===== src/rtl/ccmb_pkg.sv =====
package ccmb_pkg;

    localparam int     CCMB_OUT_W        = 14;
    localparam int     CCMB_FRAC         = 6;
    localparam int     CCMB_WGT_W        = 18;
    localparam int     CCMB_FLASH_LEVELS = 15;
    localparam int     CCMB_BIT_STAGES   = 15;
    localparam int     CCMB_CAL_STAGES   = 10;
    localparam int     CCMB_DITH_W       = 24;
    localparam longint CCMB_FLASH_NOM    = 65536;
    localparam longint CCMB_STAGE_NOM    = 38400;

    typedef enum logic [1:0] {
        SAT_NONE = 2'd0,
        SAT_HIGH = 2'd1,
        SAT_LOW  = 2'd2
    } sat_e;

    // Nominal weight of the single-bit stage idx positions after the first,
    // each step dividing by the nominal radix 1.7 (as 10/17, floored).
    function automatic longint chain_weight(longint base, int idx);
        longint w;
        w = base;
        for (int i = 0; i < idx; i++) begin
            w = (w * 10) / 17;
        end
        return w;
    endfunction

endpackage


===== src/rtl/ccmb_weight_regs.sv =====
module ccmb_weight_regs
    import ccmb_pkg::*;
#(
    parameter int     WW        = CCMB_WGT_W,
    parameter int     NBIT      = CCMB_BIT_STAGES,
    parameter int     NCAL      = CCMB_CAL_STAGES,
    parameter int     AW        = 4,
    parameter longint FLASH_NOM = CCMB_FLASH_NOM,
    parameter longint STAGE_NOM = CCMB_STAGE_NOM
) (
    input  logic                     clk,
    input  logic                     rst,
    input  logic                     wr_en,
    input  logic [AW-1:0]            wr_addr,
    input  logic [WW-1:0]            wr_data,
    output logic [WW-1:0]            flash_w,
    output logic [NBIT-1:0][WW-1:0]  stage_w
);
    localparam int NREG = NCAL + 1;

    logic [NREG-1:0][WW-1:0] regs_q;
    logic                    wr_hit;

    function automatic logic [WW-1:0] reset_value(int idx);
        if (idx == 0) begin
            return WW'(FLASH_NOM);
        end
        return WW'(chain_weight(STAGE_NOM, idx - 1));
    endfunction

    assign wr_hit = wr_en && (int'(wr_addr) < NREG);

    always_ff @(posedge clk) begin
        if (rst) begin
            for (int i = 0; i < NREG; i++) begin
                regs_q[i] <= reset_value(i);
            end
        end else if (wr_hit) begin
            regs_q[wr_addr] <= wr_data;
        end
    end

    assign flash_w = regs_q[0];

    generate
        for (genvar k = 0; k < NBIT; k++) begin : g_stage_w
            if (k < NCAL) begin : g_cal
                assign stage_w[k] = regs_q[k+1];
            end else begin : g_fixed
                assign stage_w[k] = WW'(chain_weight(STAGE_NOM, k));
            end
        end
    endgenerate

    // an accepted write is visible in the addressed register next cycle
    assert_wr_lands_R4: assert property (@(posedge clk) disable iff (rst)
        wr_hit |=> regs_q[$past(wr_addr)] == $past(wr_data));

    // writes to unused addresses leave every weight unchanged
    assert_wr_ignored_R9: assert property (@(posedge clk) disable iff (rst)
        (wr_en && !wr_hit) |=> $stable(regs_q));

endmodule


===== src/rtl/ccmb_flash_decode.sv =====
module ccmb_flash_decode
    import ccmb_pkg::*;
#(
    parameter int LEVELS = CCMB_FLASH_LEVELS,
    parameter int LW     = $clog2(LEVELS) + 1
) (
    input  logic                  clk,
    input  logic                  rst,
    input  logic [LEVELS-2:0]     thermo,
    output logic signed [LW-1:0]  level_q
);
    localparam int HALF = (LEVELS - 1) / 2;

    logic [LW-1:0]        cnt;
    logic signed [LW-1:0] level_c;

    always_comb begin
        cnt = '0;
        for (int i = 0; i < LEVELS - 1; i++) begin
            cnt = cnt + LW'(thermo[i]);
        end
        level_c = $signed(cnt) - LW'(HALF);
    end

    always_ff @(posedge clk) begin
        if (rst) begin
            level_q <= '0;
        end else begin
            level_q <= level_c;
        end
    end

    // full-scale thermometer words map to the symmetric extremes
    assert_full_scale_hi_R2: assert property (@(posedge clk) disable iff (rst)
        (&thermo) |=> level_q == LW'(HALF));

    assert_full_scale_lo_R2: assert property (@(posedge clk) disable iff (rst)
        (thermo == '0) |=> level_q == -LW'(HALF));

endmodule


===== src/rtl/ccmb_term_sum.sv =====
module ccmb_term_sum
    import ccmb_pkg::*;
#(
    parameter int WW   = CCMB_WGT_W,
    parameter int NBIT = CCMB_BIT_STAGES,
    parameter int LW   = 5,
    parameter int DW   = CCMB_DITH_W,
    parameter int SW   = 29
) (
    input  logic                     clk,
    input  logic                     rst,
    input  logic signed [LW-1:0]     level,
    input  logic [NBIT-1:0]          bits,
    input  logic signed [DW-1:0]     dith,
    input  logic [WW-1:0]            flash_w,
    input  logic [NBIT-1:0][WW-1:0]  stage_w,
    output logic signed [SW-1:0]     sum_q
);
    typedef struct packed {
        logic signed [SW-1:0] fprod;
        logic signed [SW-1:0] ssum;
        logic signed [SW-1:0] dith;
    } partial_t;

    partial_t             part_c;
    partial_t             part_q;
    logic signed [SW-1:0] acc;

    always_comb begin
        acc = '0;
        for (int k = 0; k < NBIT; k++) begin
            acc = bits[k] ? acc + SW'(stage_w[k]) : acc - SW'(stage_w[k]);
        end
        part_c.fprod = SW'(level) * $signed(SW'({1'b0, flash_w}));
        part_c.ssum  = acc;
        part_c.dith  = SW'(dith);
    end

    always_ff @(posedge clk) begin
        if (rst) begin
            part_q <= '0;
            sum_q  <= '0;
        end else begin
            part_q <= part_c;
            sum_q  <= part_q.fprod + part_q.ssum - part_q.dith;
        end
    end

endmodule


===== src/rtl/ccmb_round_sat.sv =====
module ccmb_round_sat
    import ccmb_pkg::*;
#(
    parameter int SW   = 29,
    parameter int FRAC = CCMB_FRAC,
    parameter int OW   = CCMB_OUT_W
) (
    input  logic                  clk,
    input  logic                  rst,
    input  logic signed [SW-1:0]  sum_in,
    output logic signed [OW-1:0]  code_q
);
    localparam longint HALF_L = longint'(1) << (FRAC - 1);
    localparam longint MAX_L  = (longint'(1) << (OW - 1)) - 1;
    localparam longint MIN_L  = -(longint'(1) << (OW - 1));

    localparam logic signed [SW-1:0] HALF_S = SW'(HALF_L);
    localparam logic signed [SW-1:0] MAX_S  = SW'(MAX_L);
    localparam logic signed [SW-1:0] MIN_S  = SW'(MIN_L);
    localparam logic signed [SW-1:0] LIM_HI = SW'(MAX_L * (longint'(1) << FRAC) + HALF_L - 1);
    localparam logic signed [SW-1:0] LIM_LO = SW'(MIN_L * (longint'(1) << FRAC) - HALF_L);

    logic signed [SW-1:0] biased;
    logic signed [SW-1:0] shifted;
    sat_e                 sat_kind;

    always_comb begin
        biased  = sum_in + HALF_S;
        shifted = biased >>> FRAC;
        if (shifted > MAX_S) begin
            sat_kind = SAT_HIGH;
        end else if (shifted < MIN_S) begin
            sat_kind = SAT_LOW;
        end else begin
            sat_kind = SAT_NONE;
        end
    end

    always_ff @(posedge clk) begin
        if (rst) begin
            code_q <= '0;
        end else begin
            case (sat_kind)
                SAT_HIGH: code_q <= OW'(MAX_L);
                SAT_LOW:  code_q <= OW'(MIN_L);
                default:  code_q <= shifted[OW-1:0];
            endcase
        end
    end

    // sums beyond the representable range clamp to the extremes
    assert_sat_hi_R8: assert property (@(posedge clk) disable iff (rst)
        (sum_in > LIM_HI) |=> code_q == OW'(MAX_L));

    assert_sat_lo_R8: assert property (@(posedge clk) disable iff (rst)
        (sum_in < LIM_LO) |=> code_q == OW'(MIN_L));

endmodule


===== src/rtl/pipe_code_combiner.sv =====
module pipe_code_combiner
    import ccmb_pkg::*;
#(
    parameter int     OW           = CCMB_OUT_W,
    parameter int     FRAC         = CCMB_FRAC,
    parameter int     WW           = CCMB_WGT_W,
    parameter int     FLASH_LEVELS = CCMB_FLASH_LEVELS,
    parameter int     NBIT         = CCMB_BIT_STAGES,
    parameter int     NCAL         = CCMB_CAL_STAGES,
    parameter int     DW           = CCMB_DITH_W,
    parameter longint FLASH_NOM    = CCMB_FLASH_NOM,
    parameter longint STAGE_NOM    = CCMB_STAGE_NOM,
    localparam int    AW           = $clog2(NCAL + 2)
) (
    input  logic                     clk,
    input  logic                     rst,
    input  logic                     wr_en,
    input  logic [AW-1:0]            wr_addr,
    input  logic [WW-1:0]            wr_data,
    input  logic                     in_valid,
    input  logic [FLASH_LEVELS-2:0]  flash_therm,
    input  logic [NBIT-1:0]          stage_bits,
    input  logic [DW-1:0]            dither,
    output logic                     out_valid,
    output logic [OW-1:0]            out_code
);
    localparam int LW    = $clog2(FLASH_LEVELS) + 1;
    localparam int SW0   = WW + LW + $clog2(NBIT + 1) + 2;
    localparam int SW    = (SW0 > DW + 2) ? SW0 : DW + 2;
    localparam int DEPTH = 4;

    logic [WW-1:0]            flash_w;
    logic [NBIT-1:0][WW-1:0]  stage_w;
    logic signed [LW-1:0]     level_a;
    logic [NBIT-1:0]          bits_a;
    logic signed [DW-1:0]     dith_a;
    logic signed [SW-1:0]     sum_c;
    logic signed [OW-1:0]     code_d;
    logic [DEPTH-1:0]         vld_q;
    logic [2:0]               since_rst;

    ccmb_weight_regs #(
        .WW(WW), .NBIT(NBIT), .NCAL(NCAL), .AW(AW),
        .FLASH_NOM(FLASH_NOM), .STAGE_NOM(STAGE_NOM)
    ) u_wregs (
        .clk(clk), .rst(rst), .wr_en(wr_en), .wr_addr(wr_addr),
        .wr_data(wr_data), .flash_w(flash_w), .stage_w(stage_w)
    );

    ccmb_flash_decode #(.LEVELS(FLASH_LEVELS), .LW(LW)) u_flash (
        .clk(clk), .rst(rst), .thermo(flash_therm), .level_q(level_a)
    );

    always_ff @(posedge clk) begin
        if (rst) begin
            bits_a <= '0;
            dith_a <= '0;
            vld_q  <= '0;
        end else begin
            bits_a <= stage_bits;
            dith_a <= $signed(dither);
            vld_q  <= {vld_q[DEPTH-2:0], in_valid};
        end
    end

    ccmb_term_sum #(.WW(WW), .NBIT(NBIT), .LW(LW), .DW(DW), .SW(SW)) u_sum (
        .clk(clk), .rst(rst), .level(level_a), .bits(bits_a), .dith(dith_a),
        .flash_w(flash_w), .stage_w(stage_w), .sum_q(sum_c)
    );

    ccmb_round_sat #(.SW(SW), .FRAC(FRAC), .OW(OW)) u_rsat (
        .clk(clk), .rst(rst), .sum_in(sum_c), .code_q(code_d)
    );

    assign out_valid = vld_q[DEPTH-1];
    assign out_code  = code_d;

    always_ff @(posedge clk) begin
        if (rst) begin
            since_rst <= '0;
        end else if (since_rst != 3'd4) begin
            since_rst <= since_rst + 3'd1;
        end
    end

    // the valid strobe trails the input strobe by exactly four edges
    assert_valid_latency_R1: assert property (@(posedge clk) disable iff (rst)
        (since_rst == 3'd4) |-> (out_valid == $past(in_valid, 4)));

    // the pipeline is empty right after reset
    assert_empty_after_reset_R10: assert property (@(posedge clk)
        $past(rst) |-> !out_valid);

endmodule


===== config.mk =====
export PLATFORM = sky130hd
export DESIGN_NAME = pipe_code_combiner
export DESIGN_NICKNAME = d
export VERILOG_FILES = /design/src/rtl/ccmb_pkg.sv /design/src/rtl/ccmb_weight_regs.sv /design/src/rtl/ccmb_flash_decode.sv /design/src/rtl/ccmb_term_sum.sv /design/src/rtl/ccmb_round_sat.sv /design/src/rtl/pipe_code_combiner.sv
export SDC_FILE = /design/constraint.sdc
export NUM_CORES = 2
export LEC_CHECK = 0
export ABC_AREA = 1
export CAP_MARGIN = 30
export CORE_AREA = 2 2 312 314
export DETAILED_ROUTE_END_ITERATION = 8
export DIE_AREA = 0 0 314 316
export PLACE_DENSITY = 0.6
export SLEW_MARGIN = 5
export SYNTH_ARGS = -nofsm -noshare
export SYNTH_HDL_FRONTEND = slang
export SYNTH_SLANG_ARGS = --single-unit

===== constraint.sdc =====
create_clock -name clk -period 16.6 [get_ports clk]
set_input_delay 3.32 -clock clk [delete_from_list [all_inputs] [get_ports clk]]
set_output_delay 3.32 -clock clk [all_outputs]
set_load 0.05 [all_outputs]

==> out/metrics.yaml <==
clocking:
  cts_root_buffer: "clkbuf_16"
  cts.sinks: 361
  cts_tree: "built"
  cts_hold_buf: 0
  clockBufferDepth: 3
  path_clk_slew_ns: 0.06
  clock_latency_ns: 0.61
  htree_levels: 2
  cts_inserted_buffers: 45
placement:
  port_buffers: 93
  hpwlAfterDp_um: 81200
  pre_cts_ws_ns: 0.228
  place_area_sq_um: 40500
  finalWeightedCongestion: 0.879
  numPlacedInstances: 6786
sta:
  finalMaxSlewViolations: 0
  period_share_pct: 92.6
  timing.fmax_mhz: 65.1
  setup_viol: 0
  whs_ns: 0.399
  worstMarginPinSlew_ns: 1.02
  final-hold-violation-count: 0
  post-route-min-period_ns: 15.37
  max_slew_margin_pct: 31.7
  finalClockSkew_ns: 0.0197
  worst_slack_ns: 1.23
route:
  num_vias: 34717
  final_antenna_net_count: 0
  routed_via_density: 5.03
  dr.pass1.iters: 6
  drt_wl_total_um: 101000
  drc_errors: 0
  wl_per_cell_um: 14.7
  first_iter_violations: 1805
synthesis:
  synth_area_per_cell_sq_um: 6.93
  synth_edf_count: 18
  synth_seq_area_share_pct: 19.4
  ys_types: 62
  synth-seq-cells: 361
  syn-num-nets: 6162
  ys_async_sr_fraction_pct: 0
  ys.warnings.count: 0
  syn_area_sq_um: 38200
  synth_flop_cell: "dfxtp_1"
  synthCells: 5508
setup_path:
  startpoint_type: "register"
  worst_ep_required_time_ns: 17.09
  critical-path-top-delay-family: "compound AO/OA/AOI/OAI gates"
  crit_buf_inv: 7
  cpPeakStageDelay_ns: 0.38
  path_class: "reg2reg"
  path_common_cell: "ha_1"
  worstPathArrival_ns: 15.86
  cp-end-kind: "register"
  crit_path_top_delay_cell: "ha_1"
  crit_fanout: 5
floorplan:
  die_x_um: 314
  die_y_um: 316
  dieArea_sq_um: 99200
  start_util_pct: 39.8
  placementRows: 114
  num_io_pins: 94
  core_sq_um: 96000
global_route:
  grt_pass1_wl_um: 165000
  grt_max_degree: 124
  antenna_found_initial: 3
  grt_overflow_total: 0
  grt_usage_pct: 20.0
  grt_pass1_vias: 33474
finish:
  area_growth_pct: 12.4
  finalInstanceArea_sq_um: 42900
  nFillCells: 9879
  final_cells: 6902
  final_nets: 6242
  layout-drive-gt1-share_pct: 6.05
  multiInputGateArea_sq_um: 27700
  regArea_sq_um: 7410
run_status:
  run_status: "complete, no violations"
worst_hold_path:
  hold_class: "reg2reg"
job:
  drv_cap: 0
-- path summary, 6_finish.rpt --
kind | startpoint | end | slack [ns] | depth (start not counted)
worst min register to register | dith_a[6] | u_sum.part_q[6] | 0.40 | 2
worst min-delay path | dith_a[6] | u_sum.part_q[6] | 0.40 | 2
worst max register to register | u_wregs.stage_w[0] | u_sum.part_q[57] | 1.23 | 89
worst max-delay path | u_wregs.stage_w[0] | u_sum.part_q[57] | 1.23 | 89
-- cell usage after synthesis, drive strengths merged (2+ instances only) --
cell type / instances / area share [%]
nor3: 78 / 1.1
o31ai: 23 / 0.47
nand3b: 5 / 0.098
fa: 97 / 5.1
o221a: 2 / 0.059
or2: 27 / 0.44
nor2: 539 / 5.4
o21ai: 459 / 6.1
o21a: 34 / 0.67
buf: 7 / 0.11
and3: 3 / 0.049
clkbuf: 106 / 1.0
nor4: 16 / 0.28
nor3b: 2 / 0.039
a21boi: 36 / 0.75
edfxtp: 18 / 1.4
nand2: 875 / 8.6
a31oi: 32 / 0.52
xnor2: 159 / 3.6
a211oi: 14 / 0.28
o2111ai: 4 / 0.092
a31o: 3 / 0.069
a221oi: 4 / 0.092
o211ai: 30 / 0.59
o21bai: 31 / 0.65
xor2: 359 / 8.2
inv: 841 / 8.3
nand4: 45 / 0.80
a21oi: 645 / 8.5
clkinv: 7 / 0.069
o311ai: 3 / 0.069
and2: 3 / 0.049
dfxtp: 343 / 18
ha: 478 / 16
a21o: 19 / 0.37
nand3: 151 / 2.1
o221ai: 4 / 0.092
-- per-stage QoR --
| stage | TNS, ns | util [%] |
|---|---|---|
| after floorplan | 0 | - |
| after global placement | 0 | 42.1 |
| after detailed placement | 0 | 42.2 |
| after CTS | 0 | 43.9 |
| after global routing | -0.127 | 44.7 |
| final | 0 | 44.7 |
-- cell usage in the layout, fill, tap and decap left out, types with 32 or more instances in the layout --
cell type        synthesis  layout
clkbuf_16                0      46
clkdlybuf4s50_1          0      92
a31oi_1                 32      32
nand2_1                871     870
dfxtp_1                343     343
inv_1                  836     834
nand3_1                143     143
o21ai_1                 42      58
a21oi_1                641     595
xnor2_1                159     158
nor2_1                 529     525
xor2_1                 359     354
fa_1                    97      97
a21oi_2                  4      48
o21a_1                  34      34
ha_1                   478     468
nand4_1                 41      41
buf_4                    0      44
o21ai_0                409     375
nor3_1                  70      62
-- what timing repair did --
action / CTS / global route
setup buffers: 0 / 28
endpoints found under the hold margin: 0 / 0
setup endpoints to repair: 0 / 8
resized for setup: 0 / 164
-- worst register-to-register path, delay by kind of cell, from the launching register on --
| kind | cells | cell delay [ns] |
|---|---|---|
| compound gates | 37 | 5.52 |
| fa+ha+maj | 15 | 5.09 |
| xor+xnor | 13 | 2.17 |
| simple gates | 17 | 1.45 |
| buf+inv | 7 | 0.66 |
| flops | 1 | 0.37 |
-- routing by layer --
metal | GRT usage [%] | part of all wire (%) | wire length, um | vias up
met2 | 35.6 | 48 | 48400 | 504
met5 | 0 | 0.012 | 12 | -
met1 | 25.7 | 47 | 47300 | 15797
met4 | 5.21 | 2.2 | 2270 | 2
li1 | - | - | - | 18282
met3 | 1.93 | 3.2 | 3200 | 132
-- cell type report --
type / instances / share of cell area, %
multi-input combinational: 4186 / 64.6
sequential: 361 / 17.3
inverter: 848 / 7.43
tap: 1276 / 3.72
timing repair buffer: 146 / 3.35
clock buffer: 59 / 3.00
clock inverter: 24 / 0.679
antenna: 2 / 0.0117
-- cell families (layout without fill, tap and decap cells) --
logic type / count (synthesis) / count (layout) / synth area share (%)
AOI/OAI and AO/OA: 1348 / 1348 / 19.5
xor gates and xnor gates: 518 / 518 / 11.9
adders and majority gates: 575 / 575 / 20.7
buffers and inverters: 961 / 1077 / 9.49
DFF: 361 / 361 / 19.4
other: 0 / 2 / 0
and+or+nand+nor: 1745 / 1745 / 19.0
-- state kept, by name, indices dropped and copies added, names as in the netlist --
| register | count |
|---|---|
| u_wregs.stage_w | 180 |
| u_sum.part_q | 77 |
| dith_a | 24 |
| u_sum.sum_q | 24 |
| u_wregs.flash_w | 18 |
| bits_a | 15 |
| u_rsat.code_q | 14 |
| u_flash.level_q | 5 |
| vld_q | 4 |
Power is left out: the tool's default activity adds up to more than one toggle a clock period on the data nets, which glitch-free logic cannot reach.
